--- config.mk ---
export PLATFORM = sky130hd
export DESIGN_NAME = sr_gate_tuner
export DESIGN_NICKNAME = d
export VERILOG_FILES = /design/src/rtl/sr_tune_pkg.sv /design/src/rtl/sr_sync2.sv /design/src/rtl/sr_pw_meter.sv /design/src/rtl/sr_width_loop.sv /design/src/rtl/sr_pulse_gen.sv /design/src/rtl/sr_gate_tuner.sv
export SDC_FILE = /design/constraint.sdc
export NUM_CORES = 1
export LEC_CHECK = 0
export BUFFER_PORTS_ARGS = -buffer_cell sky130_fd_sc_hd__buf_2
export CAP_MARGIN = 20
export CORE_ASPECT_RATIO = 1.75
export CORE_MARGIN = 2
export CORE_UTILIZATION = 55
export CTS_CLUSTER_DIAMETER = 200
export DETAILED_ROUTE_END_ITERATION = 6
export PLACE_DENSITY = 0.87
export SLEW_MARGIN = 20
export SYNTH_ARGS = -nofsm -noshare
export SYNTH_HDL_FRONTEND = slang
export SYNTH_SLANG_ARGS = --single-unit
--- constraint.sdc ---
create_clock -name clk -period 3.8 [get_ports clk]
set_input_delay 0.38 -clock clk [delete_from_list [all_inputs] [get_ports clk]]
set_output_delay 0.38 -clock clk [all_outputs]
set_load 0.03 [all_outputs]
--- src/rtl/sr_tune_pkg.sv ---
package sr_tune_pkg;
  localparam int NCH = 2;

  typedef enum logic [1:0] {
    ADJ_NONE = 2'd0,
    ADJ_UP   = 2'd1,
    ADJ_DOWN = 2'd2
  } adj_e;
endpackage

--- src/rtl/sr_sync2.sv ---
module sr_sync2 (
  input  logic clk,
  input  logic rst_n,
  input  logic d,
  output logic q
);
  logic meta_q;
  logic out_q;

  always_ff @(posedge clk or negedge rst_n) begin
    if (!rst_n) begin
      meta_q <= 1'b0;
      out_q  <= 1'b0;
    end else begin
      meta_q <= d;
      out_q  <= meta_q;
    end
  end

  assign q = out_q;
endmodule

--- src/rtl/sr_pw_meter.sv ---
module sr_pw_meter #(
  parameter int CNT_W = 10
) (
  input  logic             clk,
  input  logic             rst_n,
  input  logic             pri,
  output logic             rise,
  output logic [CNT_W-1:0] pw_last
);
  logic             pri_q;
  logic [CNT_W-1:0] cnt_q, cnt_d;
  logic [CNT_W-1:0] last_q;
  logic             fall;
  logic             cnt_en;

  assign rise = pri & ~pri_q;
  assign fall = ~pri & pri_q;

  always_comb begin
    cnt_en = 1'b0;
    cnt_d  = cnt_q;
    if (rise) begin
      cnt_en = 1'b1;
      cnt_d  = CNT_W'(1);
    end else if (pri && (cnt_q != '1)) begin
      cnt_en = 1'b1;
      cnt_d  = cnt_q + CNT_W'(1);
    end
  end

  always_ff @(posedge clk or negedge rst_n) begin
    if (!rst_n) begin
      pri_q  <= 1'b0;
      cnt_q  <= '0;
      last_q <= '1;
    end else begin
      pri_q <= pri;
      if (cnt_en) cnt_q  <= cnt_d;
      if (fall)   last_q <= cnt_q;
    end
  end

  assign pw_last = last_q;
endmodule

--- src/rtl/sr_width_loop.sv ---
module sr_width_loop
  import sr_tune_pkg::*;
#(
  parameter int CNT_W  = 10,
  parameter int SAMP_W = 3,
  parameter int W_MIN  = 4,
  parameter int W_MAX  = 200
) (
  input  logic              clk,
  input  logic              rst_n,
  input  logic              off_evt,
  input  logic [SAMP_W-1:0] samp_dly,
  input  logic              cmp_s,
  output logic [CNT_W-1:0]  width
);
  localparam int               DLY_W  = SAMP_W + 1;
  localparam logic [CNT_W-1:0] WMIN_V = CNT_W'(W_MIN);
  localparam logic [CNT_W-1:0] WMAX_V = CNT_W'(W_MAX);

  logic             pend_q, pend_d;
  logic [DLY_W-1:0] dly_q, dly_d;
  logic [CNT_W-1:0] wid_q, wid_d;
  logic             wid_en;
  adj_e             adj;

  always_comb begin
    pend_d = pend_q;
    dly_d  = dly_q;
    adj    = ADJ_NONE;
    if (pend_q) begin
      if (dly_q == '0) begin
        pend_d = 1'b0;
        adj    = cmp_s ? ADJ_UP : ADJ_DOWN;
      end else begin
        dly_d = dly_q - DLY_W'(1);
      end
    end
    if (off_evt) begin
      pend_d = 1'b1;
      dly_d  = {1'b0, samp_dly} + DLY_W'(1);
    end
  end

  always_comb begin
    wid_d  = wid_q;
    wid_en = 1'b0;
    case (adj)
      ADJ_UP: begin
        if (wid_q < WMAX_V) begin
          wid_d  = wid_q + CNT_W'(1);
          wid_en = 1'b1;
        end
      end
      ADJ_DOWN: begin
        if (wid_q > WMIN_V) begin
          wid_d  = wid_q - CNT_W'(1);
          wid_en = 1'b1;
        end
      end
      default: ;
    endcase
  end

  always_ff @(posedge clk or negedge rst_n) begin
    if (!rst_n) begin
      pend_q <= 1'b0;
      dly_q  <= '0;
      wid_q  <= WMIN_V;
    end else begin
      pend_q <= pend_d;
      dly_q  <= dly_d;
      if (wid_en) wid_q <= wid_d;
    end
  end

  assign width = wid_q;
endmodule

--- src/rtl/sr_pulse_gen.sv ---
module sr_pulse_gen #(
  parameter int CNT_W = 10
) (
  input  logic             clk,
  input  logic             rst_n,
  input  logic             start,
  input  logic [CNT_W-1:0] width,
  input  logic [CNT_W-1:0] pw_last,
  input  logic [CNT_W-1:0] dead_time,
  input  logic [CNT_W-1:0] ext_time,
  output logic             gate,
  output logic             off_evt
);
  localparam int SUM_W = CNT_W + 1;

  logic [SUM_W-1:0] lim, clamped, app_sel, app_d, app_q;
  logic [SUM_W-1:0] cnt_q, cnt_d;
  logic             on_q, on_d;
  logic             done;
  logic             cnt_en;

  always_comb begin
    lim     = {1'b0, pw_last} + {1'b0, dead_time};
    clamped = {1'b0, pw_last} + {1'b0, ext_time};
    app_sel = ({1'b0, width} > lim) ? clamped : {1'b0, width};
    app_d   = (app_sel == '0) ? SUM_W'(1) : app_sel;
  end

  assign done    = on_q & (cnt_q >= app_q);
  assign off_evt = done & ~start;

  always_comb begin
    on_d   = on_q;
    cnt_d  = cnt_q;
    cnt_en = 1'b0;
    if (start) begin
      on_d   = 1'b1;
      cnt_d  = SUM_W'(1);
      cnt_en = 1'b1;
    end else if (done) begin
      on_d = 1'b0;
    end else if (on_q) begin
      cnt_d  = cnt_q + SUM_W'(1);
      cnt_en = 1'b1;
    end
  end

  always_ff @(posedge clk or negedge rst_n) begin
    if (!rst_n) begin
      on_q  <= 1'b0;
      cnt_q <= '0;
      app_q <= SUM_W'(1);
    end else begin
      on_q <= on_d;
      if (cnt_en) cnt_q <= cnt_d;
      if (start)  app_q <= app_d;
    end
  end

  assign gate = on_q;
endmodule

--- src/rtl/sr_gate_tuner.sv ---
module sr_gate_tuner
  import sr_tune_pkg::*;
#(
  parameter int CNT_W  = 10,
  parameter int SAMP_W = 3,
  parameter int W_MIN  = 4,
  parameter int W_MAX  = 200
) (
  input  logic              clk,
  input  logic              rst_n,
  input  logic [1:0]        pri_gate,
  input  logic [1:0]        diode_cmp,
  input  logic [CNT_W-1:0]  dead_time,
  input  logic [CNT_W-1:0]  ext_time,
  input  logic [SAMP_W-1:0] samp_dly,
  output logic [1:0]        sr_gate
);
  logic rst_meta_q, rst_int_q;
  logic [NCH-1:0][CNT_W-1:0] wid_vec;

  always_ff @(posedge clk or negedge rst_n) begin
    if (!rst_n) begin
      rst_meta_q <= 1'b0;
      rst_int_q  <= 1'b0;
    end else begin
      rst_meta_q <= 1'b1;
      rst_int_q  <= rst_meta_q;
    end
  end

  for (genvar ch = 0; ch < NCH; ch++) begin : g_ch
    logic             cmp_s;
    logic             rise;
    logic             off_evt;
    logic [CNT_W-1:0] pw_last;

    sr_sync2 u_sync (
      .clk   (clk),
      .rst_n (rst_int_q),
      .d     (diode_cmp[ch]),
      .q     (cmp_s)
    );

    sr_pw_meter #(.CNT_W(CNT_W)) u_meter (
      .clk     (clk),
      .rst_n   (rst_int_q),
      .pri     (pri_gate[ch]),
      .rise    (rise),
      .pw_last (pw_last)
    );

    sr_width_loop #(
      .CNT_W (CNT_W), .SAMP_W(SAMP_W), .W_MIN(W_MIN), .W_MAX(W_MAX)
    ) u_loop (
      .clk      (clk),
      .rst_n    (rst_int_q),
      .off_evt  (off_evt),
      .samp_dly (samp_dly),
      .cmp_s    (cmp_s),
      .width    (wid_vec[ch])
    );

    sr_pulse_gen #(.CNT_W(CNT_W)) u_pulse (
      .clk       (clk),
      .rst_n     (rst_int_q),
      .start     (rise),
      .width     (wid_vec[ch]),
      .pw_last   (pw_last),
      .dead_time (dead_time),
      .ext_time  (ext_time),
      .gate      (sr_gate[ch]),
      .off_evt   (off_evt)
    );
  end
endmodule

# After elaboration in Yosys (flattened, before gate mapping)
# Cells that the tools add are included.
[word_totals]
reg_bits = 124
out_inout_bits = 2
romBits = 0
elab_cells = 157
latchBits = 0
ramBits = 0
in_bits = 29
memories = 0
[classes]
multipliers = 0
order_cmp = 8
muxes = 58
n_addsub = 15
div = 0
bitwise_logic = 14
n_reduce_logical = 24
n_shift = 0
n_eq_ne = 14
[ops]
columns = ["cell", "n"]
rows = [
  ["11-bit two-way mux", 10],
  ["10-bit two-way mux", 8],
  ["10-bit by 10-bit adder with 11-bit output", 4],
  ["10-bit by 1-bit adder with 10-bit output (second input constant)", 4],
  ["10-bit one-hot mux with 2 select lines", 2],
  ["1-bit two-way mux", 24],
  ["4-bit two-way mux", 6],
  ["11-bit by 1-bit adder with 11-bit output (second input constant)", 2],
  ["11-bit >= comparator", 2],
  ["10-bit by 11-bit > comparator with 1-bit output", 2],
  ["11-bit logical NOT", 2],
  ["10-bit by 3-bit > comparator with 1-bit output (second input constant)", 2],
  ["10-bit by 8-bit less-than comparator with 1-bit output (second input constant)", 2],
  ["10-bit inequality test (second input constant)", 2],
  ["2-bit nonzero test", 10],
  ["10-bit by 1-bit subtractor with 10-bit output (second input constant)", 2],
  ["2-bit two-way mux", 6],
  ["2-bit by 1-bit inequality test with 1-bit output (second input constant)", 6],
  ["1-bit bitwise AND", 8],
  ["4-bit logical NOT", 2],
  ["2-bit AND reduction", 4],
  ["4-bit AND reduction", 2],
  ["4-bit by 1-bit subtractor with 4-bit output (second input constant)", 2],
  ["1-bit inverter", 6],
  ["7 further kinds", 13],
]

# Logic depth before layout (Yosys ltp)
[logic_depth]
ltp_word = 6
mapped_depth = 17
depth_no_buf = 17

# Cells and area by module
# Synthesis repeated with hierarchy kept, for this count alone.
[hier_totals]
hier_cells = 1015
hier_area_um2 = 9445.3
[modules_own_cells]
columns = ["mod", "area_each_um2", "cells_each", "n_inst", "seq_area_each_um2"]
rows = [
  ["sr_pulse_gen", 2448.6, 280, 2, 576.8],
  ["sr_width_loop", 1231.2, 140, 2, 376.6],
  ["sr_pw_meter", 965.9, 84, 2, 538.0],
  ["sr_sync2", 50.0, 2, 2, 50.0],
  ["sr_gate_tuner", 53.8, 3, 1, 50.0],
]

# Least setup slack after synthesis
# Ideal clock, no wire load.
[synth_timing]
kind = "reg2reg"
startpoint = "register g_ch[1].u_meter.last_q[1]"
endpoint = "register g_ch[1].u_pulse.app_q[1]"
stages_incl_launch_ff = 17
setup_slack_ns = -0.065
period_less_slack_ns = 3.865
arrival_time_ns = 3.733
path_cell_list = "dfstp_2 ha_1 a21o_1 a21oi_1 o21bai_1 a21oi_1 o21ai_0 mux2i_1 a2111oi_0 ha_1 and3_1 o31a_1 o211ai_1 buf_2 nor2_1 a211oi_1 a21oi_1"
[synth_via]
elab_chain_len = 5
elab_cells_between_ends = 6
classes_between = "add/sub (2); order compare (1); mux (2); reduce/logical (1)"
[synth_lines]
columns = ["element", "line_no", "rtl"]
rows = [
  ["start: declaration", "sr_pw_meter.sv:12", "logic [CNT_W-1:0] last_q;"],
  ["start signal: assignment", "sr_pw_meter.sv:39", "if (fall) last_q <= cnt_q;"],
  ["10-bit by 10-bit adder with 11-bit output", "sr_pulse_gen.sv:23", "lim = {1'b0, pw_last} + {1'b0, dead_time};"],
  ["10-bit by 11-bit > comparator with 1-bit output", "sr_pulse_gen.sv:25", "app_sel = ({1'b0, width} > lim) ? clamped : {1'b0, width};"],
  ["11-bit two-way mux *", "sr_pulse_gen.sv:25", ""],
  ["11-bit logical NOT", "sr_pulse_gen.sv:26", "app_d = (app_sel == '0) ? SUM_W'(1) : app_sel;"],
  ["11-bit two-way mux *", "sr_pulse_gen.sv:26", ""],
  ["end signal: assignment", "sr_pulse_gen.sv:56", "if (start) app_q <= app_d;"],
  ["end: declaration", "sr_pulse_gen.sv:16", "logic [SUM_W-1:0] lim, clamped, app_sel, app_d, app_q;"],
]
# Mark *: on every way between the ends. The rest lies on a longest branch, timed or not.
# A chain may end at the register's enable or synchronous reset.

# Worst setup path in the final report
[layout_timing]
startpoint = "register g_ch[1].u_meter.last_q[1]"
endpoint = "register g_ch[1].u_pulse.app_q[0]"
# Same word-level chain as after synthesis.

==> results.json <==
{
  "core-area_um2": 16400,
  "antenna_found_initial": 0,
  "finalCritPeriodShare_pct": 99.8,
  "cts_sinks": 124,
  "synth_edf_count": 0,
  "max_freq_mhz": 264,
  "grt_pass1_wl_mm": 39.1,
  "critPathArrivalTime_ns": 4.14,
  "outcome": "complete, no violations",
  "hold_class": "input port to flop",
  "drive_gt1_share_pct": 17.2,
  "nets": 1235,
  "worst_slack_ns": 0.00937,
  "root_buffer": "clkbuf_16",
  "globalplace.congestion": 1.02,
  "skew_ns": 0.00733,
  "synth_area_per_cell_um2": 8.98,
  "final_area_um2": 10600,
  "cts_htree_levels": 4,
  "initialDrtViolationCount": 525,
  "grt_overflow": 0,
  "p_leak_nw": 4.83,
  "crit_type": "flop to flop",
  "synthArstFlopShare_pct": 100,
  "grt_use_total_pct": 28.1,
  "cp_max_fo": 5,
  "r2r_slack_ns": 0.009,
  "routed_wirelength_mm": 24.8,
  "report.final.slew_viol_count": 0,
  "critPathLaunchType": "flop",
  "synthFlopType": "dfrtp_1",
  "vias": 8386,
  "antenna-diode-count": 0,
  "rr_endpoint": "g_ch[1].u_pulse.app_q[0]",
  "reg2regPathDepth": 16,
  "wl_per_cell_um": 18.7,
  "synth.distinct_cells": 61,
  "io_pins": 31,
  "crit_end": "g_ch[1].u_pulse.app_q[0]",
  "tightest_slew_ns": 0.673,
  "dieHeight_um": 175,
  "cts_tree": "done",
  "grt_pass1_vias": 8290,
  "grt_max_degree": 72,
  "start_util_pct": 56.0,
  "dieArea_um2": 17800,
  "finalSetupViolations": 0,
  "yosys_warnings": 0,
  "drc_errors": 0,
  "synth_nets": 1165,
  "fillCellCount": 1238,
  "placedInstanceArea_um2": 9780,
  "syn_to_final_growth_pct": 16.0,
  "ant_nets": 0,
  "critPathRequiredTime_ns": 4.15,
  "dp_slack_ns": -0.393,
  "syn_inst": 1021,
  "dr.pass1.iters": 7,
  "end_kind": "flop",
  "relSlewSlack_pct": 54.0,
  "r2r_start": "g_ch[1].u_meter.pw_last[1]",
  "viasPerCell": 6.31,
  "clk_latency_ns": 0.43,
  "drv_cap": 0,
  "port_buffers": 30,
  "power_density_nw_per_um2": 496,
  "netlist_area_um2": 9170,
  "period_needed_ns": 3.79,
  "cts_buffers": 17,
  "clk_pin_slew_ns": 0.06,
  "dpl.hpwl_mm": 17.4,
  "cp-startpoint": "g_ch[1].u_meter.pw_last[1]",
  "ir_worst_vdd_mv": 0.269,
  "synth-seq-cells": 124,
  "clk_path_buf_depth": 2,
  "yosysSeqAreaShare_pct": 34.2,
  "core.rowCount": 62,
  "dieWidth_um": 102,
  "hold_viol_final": 0
}
==> metrics by stage <==
stage | hold WS (ns) | util (%) | instances | TNS (ns) | power [mW]
floorplan | 0.0844 | - | 1021 | 0 | 2.92
CTS | 0.0389 | 64.0 | 1321 | 0 | 5.18
detailed placement | 0.172 | 59.8 | 1287 | -2.49 | 3.42
global route | 0.0376 | 65.0 | 1328 | -0.292 | 5.58
finish | 0.0501 | 65.0 | 1328 | 0 | 5.28
global placement | 0.164 | 59.8 | 1287 | -1.03 | 3.33
==> synthesized netlist by cell type, drive strengths merged (3+ instances only) <==
cell | n | share of area, %
or3 | 17 | 1.2
mux2i | 16 | 1.7
o31ai | 13 | 1.1
o21a | 12 | 0.98
nand3b | 3 | 0.25
buf | 5 | 0.40
or2 | 7 | 0.48
a21oi | 64 | 3.5
o21ai | 74 | 4.0
nor3 | 22 | 1.2
or4 | 11 | 0.90
a41o | 5 | 0.55
and3 | 13 | 0.89
a211oi | 13 | 1.1
and2 | 4 | 0.27
dfrtp | 100 | 27
nand2 | 102 | 4.2
xnor2 | 30 | 2.9
mux2 | 19 | 2.3
o211ai | 10 | 0.82
clkbuf | 19 | 0.78
nand3 | 37 | 2.0
nor2b | 9 | 0.61
fa | 6 | 1.3
ha | 109 | 15
nand4 | 15 | 1.0
nor2 | 59 | 2.4
a31oi | 14 | 0.95
a21o | 18 | 1.5
nor4 | 7 | 0.48
a21boi | 3 | 0.25
and4 | 7 | 0.67
xor2 | 24 | 2.3
nand2b | 19 | 1.3
inv | 70 | 2.9
dfstp | 24 | 6.9
o21bai | 3 | 0.25
a2111oi | 6 | 0.57
o2111ai | 5 | 0.48
==> cell families after synthesis <==
logic type      synth area share (%)
compound gates                  18.1
other cells                   0.0409
mux                             4.08
buf+inv                         4.04
flops                           34.2
fa+ha+maj                       16.2
simple gates                    18.2
xor+xnor                        5.16
==> layout make-up <==
cell class              instances  area [um^2]  share of cell area, %
clock buffers                  19          453                   4.26
clock inverters                13          166                   1.56
inverters                      70          263                   2.47
multi-input cells             803         5840                   54.9
flip-flops and latches        124         3140                   29.5
well taps                     224          280                   2.63
repair buffers                 75          502                   4.71
==> layout by cell type, fill, tap and decap left out, types with 21 or more instances in the layout <==
cell / Yosys / routed
xnor2_1: 30 / 30
nand3_1: 37 / 37
buf_4: 2 / 40
nor2_1: 59 / 58
buf_2: 2 / 32
a21oi_1: 64 / 58
nor3_1: 22 / 21
inv_1: 70 / 70
o21ai_0: 74 / 69
dfstp_2: 24 / 24
dfrtp_1: 100 / 99
xor2_1: 24 / 24
nand2_1: 102 / 102
ha_1: 109 / 106
==> metal layers <==
layer	part of all wire [%]	wire length [um]	GRT usage, %
met5	0	0	0
met4	8.6	2130	20.8
met3	5.2	1300	5.48
met2	51	12700	48.6
met1	35	8710	29.2
==> worst min path at each step <==
stage	slack, ns	end	cells past startpoint	start
floorplan	0.08	rst_int_q	0	rst_n
global placement	0.16	rst_meta_q	1	rst_n
detailed placement	0.17	rst_meta_q	1	rst_n
CTS	0.04	g_ch[1].u_sync.meta_q	1	diode_cmp[1]
global route	0.04	g_ch[1].u_sync.meta_q	1	diode_cmp[1]
finish	0.05	g_ch[1].u_sync.meta_q	1	diode_cmp[1]
==> worst max-delay path: stages (launching register included) <==
cell	delay, ns
dfstp_2	0.54
ha_1	0.23
a21o_1	0.17
a21oi_2	0.20
o21bai_1	0.10
a21oi_2	0.19
o21ai_1	0.16
mux2i_1	0.16
a2111oi_2	0.22
ha_1	0.32
and3_1	0.22
o31a_1	0.11
o211ai_1	0.27
buf_4	0.22
mux2i_2	0.24
o211ai_1	0.14
a31oi_1	0.21
==> repair_timing <==
| action | CTS | global route |
|---|---|---|
| endpoints found under the setup margin | 13 | 19 |
| gates cloned | 0 | 2 |
| endpoints found under the hold margin | 2 | 0 |
| hold buffers | 1 | 0 |
| buffers inserted | 1 | 5 |
| resized for setup | 16 | 26 |
| pin swaps | 6 | 20 |
==> sequential cells by signal (all words and copies together) (netlist names) <==
signal                count
g_ch.u_pulse.app_q       22
g_ch.u_pulse.cnt_q       22
g_ch.u_loop.width        20
g_ch.u_meter.cnt_q       20
g_ch.u_meter.pw_last     20
g_ch.u_loop.dly_q         8
g_ch.u_loop.pend_q        2
g_ch.u_meter.pri_q        2
g_ch.u_pulse.gate         2
g_ch.u_sync.meta_q        2
g_ch.u_sync.q             2
rst_int_q                 1
rst_meta_q                1
==> power breakdown <==
part | leakage (nW) | internal, mW | total (mW) | switching, mW
Sequential | 1.55 | 1.55 | 1.81 | 0.264
Combinational | 2.98 | 0.768 | 1.76 | 0.987
Clock | 0.296 | 1.07 | 1.71 | 0.646
Note: power is estimated with default switching activity, not from simulation.
